## src/rtl/gyro_health_pkg.sv

```systemverilog
package gyro_health_pkg;
  localparam int N_MON = 3;

  typedef enum logic [1:0] {
    MON_SENSE = 2'd0,
    MON_DRIVE = 2'd1,
    MON_LOCK  = 2'd2
  } mon_idx_e;

  typedef struct packed {
    logic lock;
    logic drive;
    logic sense;
  } health_t;
endpackage

```

## src/rtl/streak_qual.sv

```systemverilog
// Sets ok after target consecutive hits; any miss clears it at once.
module streak_qual #(
  parameter int CNT_W = 8
) (
  input  logic             clk_i,
  input  logic             rst_ni,
  input  logic             hit_i,
  input  logic             miss_i,
  input  logic [CNT_W-1:0] target_i,
  output logic             ok_o
);
  localparam logic [CNT_W-1:0] CNT_MAX = {CNT_W{1'b1}};

  logic [CNT_W-1:0] cnt_q;
  logic [CNT_W-1:0] cnt_inc;
  logic             ok_q;

  assign cnt_inc = (cnt_q == CNT_MAX) ? cnt_q : cnt_q + 1'b1;

  always_ff @(posedge clk_i or negedge rst_ni) begin
    if (!rst_ni) begin
      cnt_q <= '0;
      ok_q  <= 1'b0;
    end else if (miss_i) begin
      cnt_q <= '0;
      ok_q  <= 1'b0;
    end else if (hit_i) begin
      cnt_q <= cnt_inc;
      if (cnt_inc >= target_i) ok_q <= 1'b1;
    end
  end

  assign ok_o = ok_q;
endmodule

```

## src/rtl/sense_run_mon.sv

```systemverilog
// Tracks runs of equal sense bits; flags good run ends and over-long runs.
module sense_run_mon #(
  parameter int RUN_W = 8
) (
  input  logic             clk_i,
  input  logic             rst_ni,
  input  logic             bit_i,
  input  logic             vld_i,
  input  logic [RUN_W-1:0] run_max_i,
  output logic             good_end_o,
  output logic             over_o
);
  localparam logic [RUN_W-1:0] RUN_SAT = {RUN_W{1'b1}};

  logic             started_q;
  logic             prev_q;
  logic [RUN_W-1:0] run_q;
  logic             run_bad_q;
  logic             same;
  logic [RUN_W-1:0] run_nx;
  logic             too_long;

  assign same     = started_q && (bit_i == prev_q);
  assign run_nx   = same ? ((run_q == RUN_SAT) ? run_q : run_q + 1'b1)
                         : {{(RUN_W-1){1'b0}}, 1'b1};
  assign too_long = run_nx > run_max_i;

  assign over_o     = vld_i && too_long;
  assign good_end_o = vld_i && started_q && !same && !run_bad_q;

  always_ff @(posedge clk_i or negedge rst_ni) begin
    if (!rst_ni) begin
      started_q <= 1'b0;
      prev_q    <= 1'b0;
      run_q     <= '0;
      run_bad_q <= 1'b0;
    end else if (vld_i) begin
      started_q <= 1'b1;
      prev_q    <= bit_i;
      run_q     <= run_nx;
      run_bad_q <= (same && run_bad_q) || too_long;
    end
  end
endmodule

```

## src/rtl/amp_window.sv

```systemverilog
// Two-sided inclusive window test on valid amplitude words.
module amp_window #(
  parameter int AMP_W = 16
) (
  input  logic [AMP_W-1:0] amp_i,
  input  logic             vld_i,
  input  logic [AMP_W-1:0] lo_i,
  input  logic [AMP_W-1:0] hi_i,
  output logic             in_o,
  output logic             out_o
);
  logic in_win;

  assign in_win = (amp_i >= lo_i) && (amp_i <= hi_i);
  assign in_o   = vld_i && in_win;
  assign out_o  = vld_i && !in_win;
endmodule

```

## src/rtl/lock_sync.sv

```systemverilog
// Two-flop synchronizer for the asynchronous lock indication.
module lock_sync (
  input  logic clk_i,
  input  logic rst_ni,
  input  logic raw_i,
  output logic sync_o
);
  logic s1_q, s2_q;

  always_ff @(posedge clk_i or negedge rst_ni) begin
    if (!rst_ni) begin
      s1_q <= 1'b0;
      s2_q <= 1'b0;
    end else begin
      s1_q <= raw_i;
      s2_q <= s1_q;
    end
  end

  assign sync_o = s2_q;
endmodule

```

## src/rtl/gyro_health_mon.sv

```systemverilog
module gyro_health_mon
  import gyro_health_pkg::*;
#(
  parameter int RUN_W = 8,
  parameter int CNT_W = 8,
  parameter int AMP_W = 16
) (
  input  logic             clk_i,
  input  logic             rst_ni,
  input  logic             sense_bit_i,
  input  logic             sense_vld_i,
  input  logic [RUN_W-1:0] run_max_i,
  input  logic [CNT_W-1:0] sense_need_i,
  input  logic [AMP_W-1:0] amp_i,
  input  logic             amp_vld_i,
  input  logic [AMP_W-1:0] amp_lo_i,
  input  logic [AMP_W-1:0] amp_hi_i,
  input  logic [CNT_W-1:0] drive_need_i,
  input  logic             lock_raw_i,
  input  logic [CNT_W-1:0] lock_need_i,
  output logic             sense_ok_o,
  output logic             drive_ok_o,
  output logic             lock_ok_o,
  output logic             all_ok_o
);
  logic             sense_hit, sense_miss;
  logic             amp_in, amp_out;
  logic             lock_s;
  logic [N_MON-1:0] hit, miss, qual;
  logic [CNT_W-1:0] target [N_MON];
  health_t          health;

  sense_run_mon #(.RUN_W(RUN_W)) u_sense (
    .clk_i      (clk_i),
    .rst_ni     (rst_ni),
    .bit_i      (sense_bit_i),
    .vld_i      (sense_vld_i),
    .run_max_i  (run_max_i),
    .good_end_o (sense_hit),
    .over_o     (sense_miss)
  );

  amp_window #(.AMP_W(AMP_W)) u_amp (
    .amp_i (amp_i),
    .vld_i (amp_vld_i),
    .lo_i  (amp_lo_i),
    .hi_i  (amp_hi_i),
    .in_o  (amp_in),
    .out_o (amp_out)
  );

  lock_sync u_lock (
    .clk_i  (clk_i),
    .rst_ni (rst_ni),
    .raw_i  (lock_raw_i),
    .sync_o (lock_s)
  );

  always_comb begin
    hit[MON_SENSE]     = sense_hit;
    miss[MON_SENSE]    = sense_miss;
    target[MON_SENSE]  = sense_need_i;
    hit[MON_DRIVE]     = amp_in;
    miss[MON_DRIVE]    = amp_out;
    target[MON_DRIVE]  = drive_need_i;
    hit[MON_LOCK]      = lock_s;
    miss[MON_LOCK]     = !lock_s;
    target[MON_LOCK]   = lock_need_i;
  end

  for (genvar g = 0; g < N_MON; g++) begin : g_qual
    streak_qual #(.CNT_W(CNT_W)) u_q (
      .clk_i    (clk_i),
      .rst_ni   (rst_ni),
      .hit_i    (hit[g]),
      .miss_i   (miss[g]),
      .target_i (target[g]),
      .ok_o     (qual[g])
    );
  end

  // lock flag drops with the synchronized input, not one cycle later
  assign health.sense = qual[MON_SENSE];
  assign health.drive = qual[MON_DRIVE];
  assign health.lock  = qual[MON_LOCK] && lock_s;

  assign sense_ok_o = health.sense;
  assign drive_ok_o = health.drive;
  assign lock_ok_o  = health.lock;
  assign all_ok_o   = &health;
endmodule

```

## config.mk

```make
export PLATFORM = sky130hd
export DESIGN_NAME = gyro_health_mon
export DESIGN_NICKNAME = d
export VERILOG_FILES = /design/src/rtl/gyro_health_pkg.sv /design/src/rtl/streak_qual.sv /design/src/rtl/sense_run_mon.sv /design/src/rtl/amp_window.sv /design/src/rtl/lock_sync.sv /design/src/rtl/gyro_health_mon.sv
export SDC_FILE = /design/constraint.sdc
export NUM_CORES = 1
export LEC_CHECK = 0
export CAP_MARGIN = 40
export CORE_ASPECT_RATIO = 1.75
export CORE_MARGIN = 2
export CORE_UTILIZATION = 55
export DETAILED_ROUTE_END_ITERATION = 12
export DONT_BUFFER_PORTS = 1
export HOLD_SLACK_MARGIN = 0.06
export PLACE_DENSITY = 0.68
export SLEW_MARGIN = 10
export SYNTH_ARGS = -nofsm -noshare
export SYNTH_HDL_FRONTEND = slang
export SYNTH_SLANG_ARGS = --single-unit
```

## constraint.sdc

```tcl
create_clock -name clk_i -period 3.45 [get_ports clk_i]
set_input_delay 0.345 -clock clk_i [delete_from_list [all_inputs] [get_ports clk_i]]
set_output_delay 0.345 -clock clk_i [all_outputs]
set_load 0.02 [all_outputs]
```

==> flow_summary.ini, run 1 <==
[run_status]
status = completed

[place]
dp.cells = 491
io_buffers = 0
gp_congestion = 0.7894
dp_hpwl_um = 6170
dpl_cell_area_um2 = 3747

[timing]
period_share_pct = 90.06
slew_violations = 0
skew_ps = 2.330
worstMarginPinSlew_ps = 436.9
fmax_ghz = 0.3219
period_minus_slack_ps = 3107
relSlewSlack_pct = 70.87
setup_viol = 0
fin_tns_setup_ps = 0
hold_viol = 0
grt_setup_unrepaired = no

[detailed_routing]
wl_per_cell_um = 14.85
drtAntennaViolNets = 0
route.detailed.drc = 0
wl_um = 7471
drt_pass1_iterations = 4
vias = 2929
first_iter_violations = 69
vias_per_cell = 5.823

[die]
ios = 90
die_area_um2 = 7341
std_cell_rows = 39
coreArea_um2 = 6490
chipHeight_um = 111.9
start_util_pct = 56.33
die_w_um = 65.63

[power]
leakage_uw = 0.002112
p_seq_share_pct = 40.1
p_switching_uw = 443.3
comb_power_share_pct = 28.3
power.density_nw_per_um2 = 370.7
p_int_uw = 1017
ir_worst_vdd_v = 0.0001978
swShare_pct = 30.36
pwr-share-clk_pct = 31.6

[clocking]
cts_tree = built
htree_levels = 2
clk_path_buf_depth = 2
clk_pin_slew_ps = 50
cts_sinks = 40
clk_latency_ps = 280
cts_made_buffers = 5
clock-root-buffer = clkbuf_16

[logic_synthesis]
netlist_instances = 413
ys.flop_type = dfrtp_1
synth_edf_count = 0
syn_nets = 567
yosysWarnings = 0
async_reset_ff_share_pct = 100.0
syn_area_per_cell_um2 = 8.852
ys_types = 49
synth_area_um2 = 3656
synth_seq_area_share_pct = 27.38
synth_seq_cells = 40

[critical_path]
endpoint_kind = flop
startpoint_type = flop
regToRegSetupSlack_ps = 340
crit_type = flop to flop
worstPathArrival_ps = 3320
crit_fanout = 8
r2r_end = g_qual[0].u_q.cnt_q[5]$_DFFE_PN0P_
critPathRequiredTime_ps = 3670
endpoint = g_qual[0].u_q.cnt_q[5]$_DFFE_PN0P_
reg2regPathDepth = 14
r2r_start = u_sense.run_q[0]$_DFFE_PN0P_
crit_path_start = u_sense.run_q[0]$_DFFE_PN0P_

[layout]
fin_nets = 574
syn2layout_area_growth_pct = 7.735
final_area_um2 = 3939
instances_no_fill = 503
drive_gt1_share_pct = 7.126
diodes = 0

[job]
drv_cap = 0

[hold_path]
min_from = lock_raw_i
hp-class = input port to flop

[global_route]
grt_pass1_wl_um = 12390
grt_antenna_before_repair = 0
grt_pass1_vias = 2984
track_usage_pct = 21.39
grt_max_degree = 41
grt_overflow = 0
==> power by group through the flow <==
| stage | Clock, uW | Sequential (uW) | Combinational [uW] |
|---|---|---|---|
| 2_1_floorplan | 0 | 576 | 328 |
| 4_1_cts | 474 | 586 | 419 |
| 5_1_grt | 497 | 595 | 477 |
| 6_report | 461 | 586 | 414 |
| 3_3_place_gp | 0 | 591 | 382 |
| 3_5_place_dp | 0 | 592 | 404 |
==> routing by layer <==
layer | global-route usage (%) | share of wire (%) | vias up
li1 | - | - | 1482
met1 | 20.39 | 37 | 1342
met2 | 40.88 | 55 | 93
met3 | 5.152 | 5.7 | 12
met4 | 9.722 | 2.5 | 0
met5 | 0 | 0 | -
==> Yosys cell counts (9+ instances only) <==
| cell type | count | area [um2] |
|---|---|---|
| nand3_1 | 17 | 85.08 |
| a21oi_1 | 24 | 120.1 |
| dfrtp_1 | 40 | 1001 |
| nand4_1 | 12 | 75.07 |
| inv_1 | 66 | 247.7 |
| nor2_1 | 12 | 45.04 |
| a22o_1 | 9 | 78.83 |
| ha_1 | 68 | 850.8 |
| and3_1 | 11 | 68.82 |
| mux2_2 | 12 | 135.1 |
| and2_1 | 9 | 56.30 |
| o21ai_0 | 14 | 70.07 |
| xnor2_1 | 11 | 96.34 |
| nand2_1 | 27 | 101.4 |
==> through the flow <==
stage          total power [uW]  setup WS (ps)  utilization, %  hold WS (ps)
2_1_floorplan             904.1          329.7               -         49.41
3_3_place_gp              972.6          321.2           57.74         50.19
3_5_place_dp              995.1          218.8           57.74         50.85
4_1_cts                    1478          197.6           60.46         86.09
5_1_grt                    1568          81.63           60.69         79.23
6_report                   1460          343.0           60.69         93.35
==> worst min-delay path by stage <==
stage	endpoint	slack, ps	cells after the start
global placement	u_sense.run_q[5]$_DFFE_PN0P_	50	0
floorplan	g_qual[0].u_q.cnt_q[0]$_DFFE_PN0P_	50	0
global route	u_lock.s1_q$_DFF_PN0_	80	0
finish	u_lock.s1_q$_DFF_PN0_	90	0
detailed placement	u_sense.run_q[5]$_DFFE_PN0P_	50	0
CTS	u_lock.s1_q$_DFF_PN0_	90	0
==> sequential cells by signal (all words and copies together), names as in the netlist <==
name	count
u_sense.prev_q	1
u_lock.s1_q	1
u_sense.started_q	1
u_sense.run_bad_q	1
u_sense.run_q	8
g_qual.u_q.ok_o	3
g_qual.u_q.cnt_q	24
u_lock.sync_o	1
==> logic make-up after synthesis <==
kind of cell	Yosys count	share of synthesized area, %
buffers and inverters	72	7.392
adders and majority gates	68	23.27
DFF	40	27.38
muxes	14	4.244
and+or+nand+nor	118	17.83
AOI/OAI and AO/OA	88	16.77
xor gates and xnor gates	13	3.114
==> placed cells by master (no fill, tap or decap), drive strengths merged, types with 3 or more instances in the layout <==
| cell type | count |
|---|---|
| ha | 68 |
| inv | 66 |
| dfrtp | 40 |
| nand2 | 27 |
| a21oi | 24 |
| nand3 | 17 |
| o21ai | 15 |
| nor2 | 12 |
| nand4 | 12 |
| mux2 | 12 |
| xnor2 | 11 |
| and3 | 11 |
| and2 | 10 |
| a22o | 9 |
| clkbuf | 8 |
| a31oi | 7 |
| o21a | 7 |
| o2bb2ai | 7 |
| nor2b | 6 |
| nand2b | 6 |
| a21o | 6 |
| nor3 | 4 |
| buf | 4 |
| nor3b | 3 |
| or4 | 3 |
==> worst max-delay path, stage by stage, from the launching register on <==
cell and delay (ps):
dfrtp_1 410, ha_1 200, and3_1 250, nand3_1 240
and3_1 290, xnor2_1 140, nor2_1 60, ha_1 300
a21o_1 180, a21o_1 160, a21oi_1 180, a31oi_1 160
a21oi_1 170, buf_4 170, a22o_1 140
==> what timing repair did <==
item | in CTS | in global routing
hold endpoints to repair | 40 | 0
setup endpoints to repair | 0 | 9
hold buffers | 2 | 0
resized for setup | 0 | 0
setup buffers | 0 | 2
==> layout make-up <==
cell class	count	area (um2)
fill	592	2551
multi-input combinational	301	2385
sequential	40	1001
inverter	67	251.5
clock buffer	8	146.4
tap	82	102.6
timing repair buffer	5	52.55
No activity file was read; power rests on OpenSTA's default activity.
==> inputs of run 2 (changes only) <==
--- a/config.mk
+++ b/config.mk
@@ -5,6 +5,7 @@
 export SDC_FILE = /design/constraint.sdc
 export NUM_CORES = 1
 export LEC_CHECK = 0
+export ABC_AREA = 1
 export CAP_MARGIN = 40
 export CORE_ASPECT_RATIO = 1.75
 export CORE_MARGIN = 2
==> run 2 against run 1 <==
Compared with the run above: combinational power up 42%; synthesized cell count rose by 34%; non-clock buffer count is 3 lower; routed wire length up 2.7%; critical path depth increased by 2; via count increased by 18%; final cell count rose by 28%; clock power increased by 12%; hold slack worse by 6.3 ps; cell area up 5.5%; critical path type unchanged; critical endpoint is now g_qual[0].u_q.cnt_q[0]$_DFFE_PN0P_; highest routed layer unchanged.
==> flow_summary.ini, run 2 <==
[run_status]
status = completed

[logic_synthesis]
synth_seq_cells = 40
ys.flop_type = dfrtp_1
synth_commonest_cells = 121 x nand2_1, 117 x inv_1, 68 x ha_1
synth_edf_count = 0
synth.most_common_cell = nand2_1
yosys.area.top_type = dfrtp_1
ys_types = 35
syn_area_per_cell_um2 = 6.984
synth.top_cell.area_share_pct = 25.82
synth_area_um2 = 3876
async_reset_ff_share_pct = 100.0
netlist_instances = 555
synth_seq_area_share_pct = 25.82
syn_nets = 709
synth.area.top_cells = dfrtp_1 26%, ha_1 22%, nand2_1 12%
yosysWarnings = 0

[critical_path]
crit_type = flop to flop
crit_fanout = 13
critPathRequiredTime_ps = 3660
reg2regPathDepth = 16
endpoint_kind = flop
slowest_stage = dfrtp_1
path_cells = ha_1 -> nand3_1 -> nor3_2 -> nand2_1 -> nand2_1 -> nor2_1 -> nand3b_1 -> inv_1 -> ha_1 -> a21oi_1 -> o21ai_0 -> nand2_1 -> o211ai_1 -> nand2_1 -> o21ai_0 -> nor2_1
slowest_delay_ps = 400
crit_path_frequent_cell = nand2_1
startpoint_type = flop
worstPathArrival_ps = 2960

[layout]
drive_gt1_share_pct = 3.750
fin_nets = 713
regMostFlops = g_qual.u_q.cnt_q
final_common_cell = nand2_1
largest_reg_flops = 24
fill_cells = 682
final_cell_mix = 121 x nand2_1, 117 x inv_1, 68 x ha_1, 48 x a21oi_1, 42 x nor2_1
diodes = 0
syn2layout_area_growth_pct = 7.166
final_area_um2 = 4154

[timing]
setup_viol = 0
fin_tns_setup_ps = 0
worstMarginPinSlew_ps = 403.0
slew_violations = 0
grt_setup_unrepaired = no
relSlewSlack_pct = 73.04
fmax_ghz = 0.3640
period_share_pct = 79.63
period_minus_slack_ps = 2747
fin_hold_ws_ps = 87.07
skew_ps = 6.461
hold_viol = 0

[detailed_routing]
vias = 3456
top_layer = met4
wl_um = 7672
wl_met2_um = 4377
route.detailed.drc = 0
first_iter_violations = 146
wl_per_cell_um = 11.91
vias_per_cell = 5.366
drt_pass1_iterations = 4
drtAntennaViolNets = 0
wl_met1_um = 2740
met3_length_um = 332

[job]
drv_cap = 0

[global_route]
grt_max_degree = 41
grt_antenna_before_repair = 0
grt_pass1_vias = 3497
grt_overflow = 0
track_usage_pct = 22.38
grt_pass1_wl_um = 13620

[power]
ir_worst_vdd_v = 0.0002614
p_switching_uw = 603.1
p_seq_share_pct = 36.3
p_int_uw = 1127
power.density_nw_per_um2 = 416.6
leakage_uw = 0.002387
pwr-share-clk_pct = 29.9
totalPowerFinal_uw = 1730
comb_power_share_pct = 33.8
swShare_pct = 34.85

[clocking]
cts_sinks = 40
clock-root-buffer = clkbuf_16
cts_setup_buffers = 0
clk_pin_slew_ps = 60
clk_latency_ps = 280
htree_levels = 2
cts_made_buffers = 5
clk_path_buf_depth = 2
cts_tree = built

[hold_path]
hp-class = input port to flop
min_path_cells = 0

[place]
io_buffers = 0
gp_congestion = 0.9587
dpl_cell_area_um2 = 3960
dp_hpwl_um = 6596

[die]
std_cell_rows = 40
ios = 90
die_area_um2 = 7762
chipHeight_um = 115.1
coreArea_um2 = 6857
start_util_pct = 56.53
die_w_um = 67.46
## run 2: critical path: cells and delay by family (launching register included)
| family | cells | cell delay (ps) |
|---|---|---|
| AO/OA/AOI/OAI | 4 | 440 |
| adder cells (fa/ha/maj) | 2 | 460 |
| buffers and inverters | 1 | 70 |
| flip-flops | 1 | 400 |
| AND/OR/NAND/NOR | 9 | 1300 |
## run 2: area by class of cell
class / count / area, um2 / share of cell area (%)
multi-input cells: 390 / 2401 / 57.80
inverters: 120 / 452.9 / 10.90
well taps: 84 / 105.1 / 2.530
clock buffers: 6 / 128.9 / 3.102
flip-flops and latches: 40 / 1001 / 24.10
repair buffers: 2 / 30.03 / 0.7229
clock inverters: 2 / 35.03 / 0.8434
## run 2: cells by family (layout without fill, tap and decap cells)
kind of cell	Yosys count	after routing	share of synthesized area, %
compound gates	91	91	12.46
xor+xnor	16	16	3.615
fa+ha+maj	68	68	21.95
buf+inv	125	130	12.23
flops	40	40	25.82
mux	1	1	0.2582
simple gates	214	214	23.66
## run 2: final timing paths
check / to / start / slack (ps)
setup / recovery: g_qual[0].u_q.cnt_q[0]$_DFFE_PN0P_ / u_sense.run_q[0]$_DFFE_PN0P_ / 700
hold / removal: u_lock.s1_q$_DFF_PN0_ / lock_raw_i / 90
setup reg to reg: g_qual[0].u_q.cnt_q[0]$_DFFE_PN0P_ / u_sense.run_q[0]$_DFFE_PN0P_ / 700
hold reg to reg: u_lock.sync_o$_DFF_PN0_ / u_lock.s1_q$_DFF_PN0_ / 350
max in group asynchronous: g_qual[2].u_q.cnt_q[4]$_DFF_PN0_ / rst_ni / 2710
min in group asynchronous: u_sense.run_bad_q$_DFFE_PN0P_ / rst_ni / 540
## run 2: through the flow
step           util, %  setup WS (ps)  cells
2_1_floorplan        -           1114    555
3_3_place_gp     57.76          879.2    634
3_5_place_dp     57.76          729.0    634
4_1_cts          60.58          701.3    644
5_1_grt          60.58          251.8    644
6_report         60.58          702.9    644
## run 2: timing repair
item,CTS,global route
hold endpoints to repair,40,0
gates resized for setup,0,0
hold buffers,2,0
## run 2: metal layers
layer  global-route usage (%)  vias up
met5                        0        -
met4                    9.252        0
met3                    3.425       20
met2                    44.58      103
met1                    21.29     1549
li1                         -     1784
## run 2: power by group through the flow
stage          clock network (uW)  logic, uW  registers [uW]
2_1_floorplan                   0        475             614
3_3_place_gp                    0        550             630
3_5_place_dp                    0        579             633
4_1_cts                       527        596             625
5_1_grt                       547        700             639
6_report                      517        586             628
==> inputs of run 3 (changes only) <==
--- a/config.mk
+++ b/config.mk
@@ -5,7 +5,7 @@
 export SDC_FILE = /design/constraint.sdc
 export NUM_CORES = 1
 export LEC_CHECK = 0
-export ABC_AREA = 1
+export ABC_AREA = 0
 export CAP_MARGIN = 40
 export CORE_ASPECT_RATIO = 1.75
 export CORE_MARGIN = 2
==> constraint.sdc (replaced) <==
create_clock -name clk_i -period 2.6 [get_ports clk_i]
set_input_delay 0.26 -clock clk_i [delete_from_list [all_inputs] [get_ports clk_i]]
set_output_delay 0.26 -clock clk_i [all_outputs]
set_load 0.02 [all_outputs]
==> run 3 against run 2 <==
Compared with the run above: the flow now finishes with violations (setup timing); count of clock-buffer cells in the layout is 1 lower; utilization is 6.5 points higher; hold slack worse by 0.88 ps; routed wire length is 7.1% higher; register-to-register slack worse by 830 ps; global-route usage is 1.5 points higher; sequential cell count stayed put; worst setup slack worse by 830 ps; maximum frequency is 0.79% higher; cell area is 4.9% higher; critical path depth is 2 lower; critical path type unchanged; critical endpoint is now g_qual[0].u_q.cnt_q[3]$_DFFE_PN0P_.
==> flow_summary.ini, run 3 (same netlist as run 1, synthesis figures left out) <==
[timing]
fmax_ghz = 0.3669
setup_viol = 9
relSlewSlack_pct = 72.08
hold_viol = 0
period_share_pct = 104.8
worstMarginPinSlew_ps = 418.8
grt_setup_unrepaired = yes
slew_violations = 0
setup_ws_ps = -125.5
skew_ps = 4.083
fin_tns_setup_ps = -961.6
period_minus_slack_ps = 2725

[hold_path]
min_path_cells = 1
min_from = sense_vld_i
hp-class = input port to flop
holdPathEnd = u_sense.started_q$_DFFE_PN0P_

[clocking]
clk_pin_slew_ps = 60
cts_made_buffers = 5
cts_tree = built
cts_sinks = 40
clock-root-buffer = clkbuf_16
htree_levels = 2
clk_latency_ps = 280
clk_path_buf_depth = 2

[layout]
instances_no_fill = 536
final_cell_mix = 66 x inv_1, 65 x ha_1, 40 x dfrtp_1, 32 x buf_4, 26 x nand2_1
diodes = 0
drive_gt1_share_pct = 18.28
final_common_cell = inv_1
fin_nets = 607
syn2layout_area_growth_pct = 19.17
largest_reg_flops = 24
regMostFlops = g_qual.u_q.cnt_q

[critical_path]
crit_family = compound AO/OA/AOI/OAI gates
worst-path-buf-inv = 1
crit_fanout = 8
critPathRequiredTime_ps = 2820
worstPathArrival_ps = 2950
reg2regPathDepth = 14
r2r_start = u_sense.run_q[0]$_DFFE_PN0P_
crit_type = flop to flop
regToRegSetupSlack_ps = -130
slowest_delay_ps = 360
slowest_stage = dfrtp_1
path_cells = ha_2 -> and3_4 -> nand3_4 -> and3_4 -> xnor2_2 -> nor2_1 -> ha_1 -> a21o_1 -> a21o_1 -> a21oi_4 -> a31oi_4 -> a21boi_2 -> buf_6 -> a22o_1
startpoint_type = flop
r2r_end = g_qual[0].u_q.cnt_q[3]$_DFFE_PN0P_
endpoint_kind = flop

[power]
ir_worst_vdd_v = 0.0002692
totalPowerFinal_uw = 2229
pwr-share-clk_pct = 32.1
power.density_nw_per_um2 = 511.7
p_seq_share_pct = 33.9
swShare_pct = 30.73
comb_power_share_pct = 34.1
p_switching_uw = 685.2
p_int_uw = 1544
leakage_uw = 0.002301

[place]
io_buffers = 0
gp_congestion = 0.8695
dp.cells = 518
post-place-ws_ps = -142.8
dp_hpwl_um = 6689

[global_route]
grt_antenna_before_repair = 0
grt_pass1_vias = 3287
grt_overflow = 0
grt_pass1_wl_um = 13920
grt_max_degree = 41
track_usage_pct = 23.86

[detailed_routing]
drtAntennaViolNets = 0
first_iter_violations = 124
drt_pass1_iterations = 4
vias_per_cell = 5.774
wl_um = 8219
vias = 3095
wl_per_cell_um = 15.33
route.detailed.drc = 0

[die]
start_util_pct = 56.33
std_cell_rows = 39
coreArea_um2 = 6490
ios = 90
chipHeight_um = 111.9
die_area_um2 = 7341
die_w_um = 65.63

[run_status]
violations = setup timing
status = finished, violations left

[job]
drv_cap = 0
-- run 3: worst max-delay path by stage --
| stage | start | endpoint | slack [ps] | cells past startpoint |
|---|---|---|---|---|
| after floorplan | u_sense.run_q[0]$_DFFE_PN0P_ | g_qual[0].u_q.ok_o$_DFFE_PN0P_ | -180 | 14 |
| after detailed placement | g_qual[0].u_q.cnt_q[0]$_DFFE_PN0P_ | g_qual[0].u_q.ok_o$_DFFE_PN0P_ | -140 | 12 |
| after global routing | u_sense.run_q[0]$_DFFE_PN0P_ | g_qual[0].u_q.cnt_q[7]$_DFFE_PN0P_ | -290 | 14 |
| final | u_sense.run_q[0]$_DFFE_PN0P_ | g_qual[0].u_q.cnt_q[3]$_DFFE_PN0P_ | -130 | 14 |
| after global placement | g_qual[0].u_q.cnt_q[0]$_DFFE_PN0P_ | g_qual[0].u_q.ok_o$_DFFE_PN0P_ | -70 | 12 |
| after CTS | u_sense.run_q[0]$_DFFE_PN0P_ | g_qual[0].u_q.cnt_q[3]$_DFFE_PN0P_ | -100 | 14 |
-- run 3: final cells by class --
cell class | instances | area (um2)
tap | 82 | 102.6
clock buffer | 5 | 125.1
timing repair buffer | 38 | 311.5
sequential | 40 | 1001
inverter | 67 | 251.5
multi-input combinational | 301 | 2519
clock inverter | 3 | 46.29
fill | 537 | 2133
-- run 3: power by group through the flow --
stage / Clock (uW) / Combinational, uW / Sequential, uW
2_1_floorplan: 0 / 441 / 766
3_3_place_gp: 0 / 637 / 761
3_5_place_dp: 0 / 668 / 765
4_1_cts: 727 / 707 / 756
5_1_grt: 753 / 862 / 766
6_report: 715 / 759 / 755
-- run 3: timing repair --
item	CTS	global route
gates cloned	0	0
setup buffers	1	4
hold buffers	5	0
resized for setup	7	16
pin swaps	3	22
endpoints found under the hold margin	43	0
setup endpoints to repair	10	11
-- run 3: per-layer routing --
metal  part of all wire, %  vias up  global-route usage, %
li1                      -     1540                      -
met1                    36     1454                  24.17
met2                    58       88                  46.80
met3                   4.5       13                  3.535
met4                   1.9        0                  8.333
met5                     0        -                      0
-- run 3: stage by stage --
stage | cell area, um2 | utilization [%] | hold WS [ps]
floorplan | 3705 | - | -35.59
global placement | 3989 | 61.46 | -34.55
detailed placement | 3989 | 61.46 | -33.90
CTS | 4264 | 65.70 | 79.97
global route | 4357 | 67.13 | 83.05
finish | 4357 | 67.13 | 86.19
